**src/rtl/fpsu_pkg.sv**
```systemverilog
package fpsu_pkg;

   localparam int EXC_W    = 5;
   localparam int EXC_NV   = 4;
   localparam int CEXC_LSB = 0;
   localparam int AEXC_LSB = 5;
   localparam int FCC0_LSB = 10;
   localparam int FTT_LSB  = 14;
   localparam int FTT_W    = 3;
   localparam int TEM_LSB  = 23;
   localparam int RM_LSB   = 30;
   localparam int RM_W     = 2;
   localparam int CC_W     = 2;

   localparam logic [FTT_W-1:0] FTT_IEEE = 3'd1;

   typedef enum logic [1:0] {
      REL_EQ = 2'b00,
      REL_LT = 2'b01,
      REL_GT = 2'b10,
      REL_UN = 2'b11
   } rel_e;

   // Condition field k sits at an offset of 0, 22, 24, 26 from field 0.
   function automatic int cc_lsb(input int k);
      return (k == 0) ? FCC0_LSB : FCC0_LSB + 20 + 2 * k;
   endfunction

endpackage

```
**src/rtl/fpsu_exc_ctl.sv**
```systemverilog
module fpsu_exc_ctl
   import fpsu_pkg::*;
(
   input  logic             evt,
   input  logic [EXC_W-1:0] flags,
   input  logic [EXC_W-1:0] tem,
   output logic             has_flags,
   output logic             trap
);

   always_comb begin
      has_flags = evt && (|flags);
      trap      = evt && (|(flags & tem));
   end

endmodule

```
**src/rtl/fpsu_cmp_eval.sv**
```systemverilog
module fpsu_cmp_eval
   import fpsu_pkg::*;
(
   input  logic       cmp_valid,
   input  logic       signaling,
   input  logic [1:0] rel_in,
   input  logic       qnan,
   input  logic       snan,
   output rel_e       code,
   output logic       inv
);

   logic unord;

   always_comb begin
      unord = qnan || snan || (rel_e'(rel_in) == REL_UN);
      code  = unord ? REL_UN : rel_e'(rel_in);
      inv   = cmp_valid && (snan || (signaling && qnan));
   end

endmodule

```
**src/rtl/fpsu_cc_merge.sv**
```systemverilog
module fpsu_cc_merge
   import fpsu_pkg::*;
#(
   parameter int NUM_CC = 4,
   localparam int SEL_W = (NUM_CC > 1) ? $clog2(NUM_CC) : 1
)(
   input  logic                   wr_en,
   input  logic [SEL_W-1:0]       sel,
   input  rel_e                   code,
   input  logic [CC_W*NUM_CC-1:0] cc_in,
   output logic [CC_W*NUM_CC-1:0] cc_out
);

   for (genvar k = 0; k < NUM_CC; k++) begin : g_field
      assign cc_out[CC_W*k +: CC_W] =
         (wr_en && (sel == SEL_W'(k))) ? code : cc_in[CC_W*k +: CC_W];
   end

endmodule

```
**src/rtl/fp_status_unit.sv**
```systemverilog
module fp_status_unit
   import fpsu_pkg::*;
#(
   parameter int REG_W  = 64,
   parameter int NUM_CC = 4,
   localparam int SEL_W = (NUM_CC > 1) ? $clog2(NUM_CC) : 1
)(
   input  logic             clk,
   input  logic             rst_n,
   input  logic             op_done,
   input  logic [4:0]       op_flags,
   input  logic             cmp_valid,
   input  logic             cmp_signaling,
   input  logic [SEL_W-1:0] cmp_sel,
   input  logic [1:0]       cmp_rel,
   input  logic             cmp_qnan,
   input  logic             cmp_snan,
   input  logic             ld_valid,
   input  logic [REG_W-1:0] ld_data,
   output logic [REG_W-1:0] fsr,
   output logic             trap_req,
   output logic [1:0]       round_mode
);

   localparam int TOP_CC = cc_lsb(NUM_CC - 1) + CC_W;
   localparam int MIN_W  = (TOP_CC > 32) ? TOP_CC : 32;

   if (!(NUM_CC == 1 || NUM_CC == 4)) begin : g_bad_num_cc
      $error("fp_status_unit: NUM_CC must be 1 or 4");
   end
   if (REG_W < MIN_W) begin : g_bad_reg_w
      $error("fp_status_unit: REG_W too small for the field layout");
   end

   function automatic logic [REG_W-1:0] mk_ld_mask();
      logic [REG_W-1:0] m;
      m = '0;
      m[CEXC_LSB +: EXC_W] = '1;
      m[AEXC_LSB +: EXC_W] = '1;
      m[TEM_LSB  +: EXC_W] = '1;
      m[RM_LSB   +: RM_W]  = '1;
      for (int k = 0; k < NUM_CC; k++) m[cc_lsb(k) +: CC_W] = '1;
      return m;
   endfunction

   localparam logic [REG_W-1:0] LD_MASK = mk_ld_mask();

   logic [REG_W-1:0]       fsr_q, fsr_d;
   logic [EXC_W-1:0]       flags;
   logic [EXC_W-1:0]       tem;
   logic                   evt, has_flags, trap;
   logic                   cmp_inv, cc_wr;
   rel_e                   cmp_code;
   logic [CC_W*NUM_CC-1:0] cc_cur, cc_new;

   assign tem   = fsr_q[TEM_LSB +: EXC_W];
   assign evt   = op_done || cmp_valid;
   assign flags = (op_done ? op_flags : '0) | {cmp_inv, {(EXC_W-1){1'b0}}};
   assign cc_wr = cmp_valid && !trap;

   fpsu_cmp_eval u_cmp (
      .cmp_valid (cmp_valid),
      .signaling (cmp_signaling),
      .rel_in    (cmp_rel),
      .qnan      (cmp_qnan),
      .snan      (cmp_snan),
      .code      (cmp_code),
      .inv       (cmp_inv)
   );

   fpsu_exc_ctl u_exc (
      .evt       (evt),
      .flags     (flags),
      .tem       (tem),
      .has_flags (has_flags),
      .trap      (trap)
   );

   for (genvar k = 0; k < NUM_CC; k++) begin : g_cc_tap
      assign cc_cur[CC_W*k +: CC_W] = fsr_q[cc_lsb(k) +: CC_W];
   end

   fpsu_cc_merge #(.NUM_CC(NUM_CC)) u_cc (
      .wr_en  (cc_wr),
      .sel    (cmp_sel),
      .code   (cmp_code),
      .cc_in  (cc_cur),
      .cc_out (cc_new)
   );

   always_comb begin
      fsr_d = fsr_q;
      if (has_flags) begin
         fsr_d[CEXC_LSB +: EXC_W] = flags;
         if (trap) fsr_d[FTT_LSB +: FTT_W] = FTT_IEEE;
         else      fsr_d[AEXC_LSB +: EXC_W] = fsr_q[AEXC_LSB +: EXC_W] | flags;
      end
      if (cc_wr) begin
         for (int k = 0; k < NUM_CC; k++)
            fsr_d[cc_lsb(k) +: CC_W] = cc_new[CC_W*k +: CC_W];
         if (cmp_code == REL_UN) fsr_d[AEXC_LSB + EXC_NV] = 1'b1;
      end
      if (ld_valid) fsr_d = (ld_data & LD_MASK) | (fsr_d & ~LD_MASK);
   end

   always_ff @(posedge clk) begin
      if (!rst_n) fsr_q <= '0;
      else        fsr_q <= fsr_d;
   end

   assign fsr        = fsr_q;
   assign trap_req   = trap;
   assign round_mode = fsr_q[RM_LSB +: RM_W];


   p_reset_clear_r1: assert property (@(posedge clk)
      !rst_n |=> (fsr == '0));


   p_cexc_load_r2: assert property (@(posedge clk) disable iff (!rst_n)
      (has_flags && !ld_valid) |=> (fsr[CEXC_LSB +: EXC_W] == $past(flags)));


   p_quiet_hold_r2: assert property (@(posedge clk) disable iff (!rst_n)
      (!has_flags && !cmp_valid && !ld_valid) |=> (fsr == $past(fsr)));


   p_trap_type_r3: assert property (@(posedge clk) disable iff (!rst_n)
      trap_req |=> (fsr[FTT_LSB +: FTT_W] == FTT_IEEE));


   p_trap_no_accrue_r3: assert property (@(posedge clk) disable iff (!rst_n)
      (trap_req && !ld_valid) |=> (fsr[AEXC_LSB +: EXC_W] == $past(fsr[AEXC_LSB +: EXC_W])));


   p_trap_needs_event_r3: assert property (@(posedge clk) disable iff (!rst_n)
      trap_req |-> (op_done || cmp_valid));


   p_accrue_r4: assert property (@(posedge clk) disable iff (!rst_n)
      (has_flags && !trap_req && !ld_valid) |=>
         ((fsr[AEXC_LSB +: EXC_W] & $past(flags)) == $past(flags)));


   p_unord_nv_r6: assert property (@(posedge clk) disable iff (!rst_n)
      (cmp_valid && !trap_req && !ld_valid && (cmp_qnan || cmp_snan)) |=>
         fsr[AEXC_LSB + EXC_NV]);

endmodule

```
**config.mk**
```make
export PLATFORM = sky130hd
export DESIGN_NAME = fp_status_unit
export DESIGN_NICKNAME = d
export VERILOG_FILES = /design/src/rtl/fpsu_pkg.sv /design/src/rtl/fpsu_exc_ctl.sv /design/src/rtl/fpsu_cmp_eval.sv /design/src/rtl/fpsu_cc_merge.sv /design/src/rtl/fp_status_unit.sv
export SDC_FILE = /design/constraint.sdc
export NUM_CORES = 1
export LEC_CHECK = 0
export BUFFER_PORTS_ARGS = -buffer_cell sky130_fd_sc_hd__buf_2
export CORE_MARGIN = 2
export CORE_UTILIZATION = 40
export DETAILED_ROUTE_END_ITERATION = 6
export PLACE_DENSITY = 0.85
export SYNTH_ARGS = -nofsm -noshare
export SYNTH_HDL_FRONTEND = slang
export SYNTH_SLANG_ARGS = --single-unit
```
**constraint.sdc**
```tcl
create_clock -name clk -period 2.89 [get_ports clk]
set_input_delay 0.1445 -clock clk [delete_from_list [all_inputs] [get_ports clk]]
set_output_delay 0.1445 -clock clk [all_outputs]
set_load 0.005 [all_outputs]
```
==> results by group <==
Worst setup path
  – Setup crit end kind: output port
  – R2R Path End: fsr[9]$_SDFF_PN0_
  – R2R Path Start: fsr[23]$_SDFFE_PN0P_
  – WP data required: 2.75 ns
  – Worst Path Arrival: 1.70 ns
  – R2r setup slk: 1.29 ns
  – CP Class: reg2out
  – Depth of the most critical reg-to-reg path: 4
  – Largest fanout on the critical path: 7
  – Startpoint Class: register

STA
  – Hold Slack: 0.0965 ns
  – Tmin final: 1.84 ns
  – FMAX: 0.542 GHz
  – Post-Route Skew: 0.00245 ns
  – Final WS setup: 1.05 ns
  – Final setup viols: 0
  – RSZ-0062 raised after global routing: false
  – Relative slew slack: 0.536
  – Final Hold Fails: 0
  – Slew Limit Fails: 0
  – Slew @ Worst Pin: 0.695 ns
  – Fin Setup TNS: 0 ns
  – Fin crit share: 0.638

Drt
  – Final ANT Viol Nets: 0
  – Pre-antenna DRT Iters: 4
  – DR DRC count: 0
  – WL/cell: 12.2 um
  – Via count: 1441
  – DRT Wirelength: 3590 um
  – Via/cell ratio: 4.88
  – 1st-iter DRT viols: 81

Finish
  – Max reg flops: 28
  – # nets final: 327
  – Share of cells above drive strength 1: 0.331
  – P&R area growth vs syn: 19.1%
  – Cell Count, Final, Fillers Out: 295
  – # diodes: 0
  – Commonest non-fill, non-tap cell in the layout: buf_2
  – Filler cells: 411
  – Most frequent cells in the layout: 72 x buf_2, 36 x conb_1, 28 x dfxtp_1, 15 x mux2i_1, 12 x nand2_1

Clock tree
  – Clock transition at path regs: 0.10 ns
  – CTS H-Tree Depth: 1
  – Post-CTS Resized: 0
  – Longest Clk Path Bufs: 2
  – Cts bufs inserted: 3
  – Setup Buffers After CTS: 0
  – Clk root buf: clkbuf_8
  – Clock sink count: 28
  – Hold buffer count at CTS: 0
  – Worst-Skew Late Latency: 0.27 ns
  – TritonCTS clock tree: yes

Global route
  – Total track usage: 0.163
  – Congestion Overflow GR: 0
  – Number of global-route vias before repair: 1297
  – Global-route wire length before repair: 5750 um
  – Initial antenna violation count: 0
  – Largest net degree at the start of global routing: 23

Hold path
  – Hold Path Sink: fsr[5]$_SDFFE_PN0P_
  – Worst hold start: ld_data[5]
  – Worst Hold Class: in2reg
  – Hold Crit Depth: 2

Power
  – Peak supply drop: 0.217 mV
  – Leak Pwr: 0.000972 uW
  – Power Total: 911 uW
  – Power per cell area: 474 mW/mm^2

Yosys
  – Synthesized flop and latch total: 28
  – Sequential share of the synthesized area: 0.347
  – Post-synth top flop: dfxtp_1
  – Yosys warns: 0
  – Post-synthesis cell type count: 37
  – Cells after Synth: 180
  – Average cell area after synthesis: 8.97 um^2
  – EDFF count, synth: 0
  – Async S/R FF share, synth: 0
  – Post-synthesis cell area: 0.00162 mm^2

Placement
  – Port Buffers: 72
  – Placement Setup Slack: 1.15 ns
  – Final Wtd Congestion: 0.828
  – Final HPWL from detailed placement: 2870 um
  – Placed cell count: 291

Floorplanning
  – Die Area: 0.00456 mm^2
  – Die Height: 67.5 um
  – Die W: 67.5 um
  – Row cnt: 23
  – Core area: 0.00394 mm^2
  – Initial Util: 0.410
  – I/O Pins: 148

Status
  – Status: completed

Job
  – Max Cap Viol: 0
-- power breakdown --
group	internal, uW	leakage, uW	switching, uW
registers	413	0.000232	14.4
clock network	185	0.0000357	122
logic	80.5	0.000705	95.5
-- metrics by stage --
step	utilization	cell area, um^2
floorplan	-	1750
detailed placement	0.470	1850
global route	0.488	1920
CTS	0.488	1920
global placement	0.470	1850
finish	0.488	1920
-- worst max-delay path by stage --
| stage | startpoint | to | slack, ns | depth (start not counted) |
|---|---|---|---|---|
| final | fsr[23]$_SDFFE_PN0P_ | trap_req | 1.05 | 5 |
| after global routing | fsr[23]$_SDFFE_PN0P_ | trap_req | 0.83 | 5 |
| after CTS | fsr[23]$_SDFFE_PN0P_ | trap_req | 1.02 | 5 |
| after detailed placement | rst_n | fsr[35]$_SDFFE_PN0P_ | 1.15 | 5 |
| after global placement | rst_n | fsr[10]$_SDFFE_PN0P_ | 1.22 | 5 |
| after floorplan | fsr[23]$_SDFFE_PN0P_ | fsr[36]$_SDFFE_PN0P_ | 1.53 | 4 |
-- critical path, stage by stage, from the launching register on --
cell      delay (ns)
dfxtp_1         0.37
a22oi_1         0.11
a21boi_1        0.56
nor2_1          0.17
inv_1           0.10
buf_2           0.11
-- metal layers --
metal | wire length [um] | GRT usage | vias up
li1 | - | - | 695
met1 | 1500 | 0.207 | 675
met2 | 1740 | 0.276 | 69
met3 | 333 | 0.0417 | 2
met4 | 15 | 0.0408 | 0
met5 | 0 | 0 | -
-- cells by family after synthesis --
kind of cell | count (synthesis) | synth area share
muxes | 15 | 0.0929
AOI/OAI and AO/OA | 46 | 0.209
and+or+nand+nor | 41 | 0.145
buffers and inverters | 49 | 0.204
DFF | 28 | 0.347
other | 1 | 0.00232
-- layout make-up --
cell class	count	area [um^2]	area share
Sequential cell	28	561	0.291
Tap cell	50	62.6	0.0325
Clock buffer	3	41.3	0.0215
Multi-Input combinational cell	138	857	0.446
Timing Repair Buffer	72	360	0.187
Inverter	3	11.3	0.00586
Clock inverter	1	30.0	0.0156
-- cell usage after synthesis (2+ instances only) --
master	count	area [um^2]
buf_4	38	285
dfxtp_1	28	561
mux2i_1	15	150
nand2_1	12	45.0
a21oi_1	11	55.1
a22oi_1	10	75.1
nor2b_1	8	50.1
o21ai_0	7	35.0
nor2_1	6	22.5
a31oi_1	4	25.0
clkbuf_1	4	15.0
and3_1	3	18.8
inv_1	3	11.3
or4_1	3	22.5
buf_1	2	7.51
buf_2	2	10.0
nor3_1	2	10.0
o211a_1	2	20.0
o31a_1	2	17.5
Power figures use the tool's default switching activity.
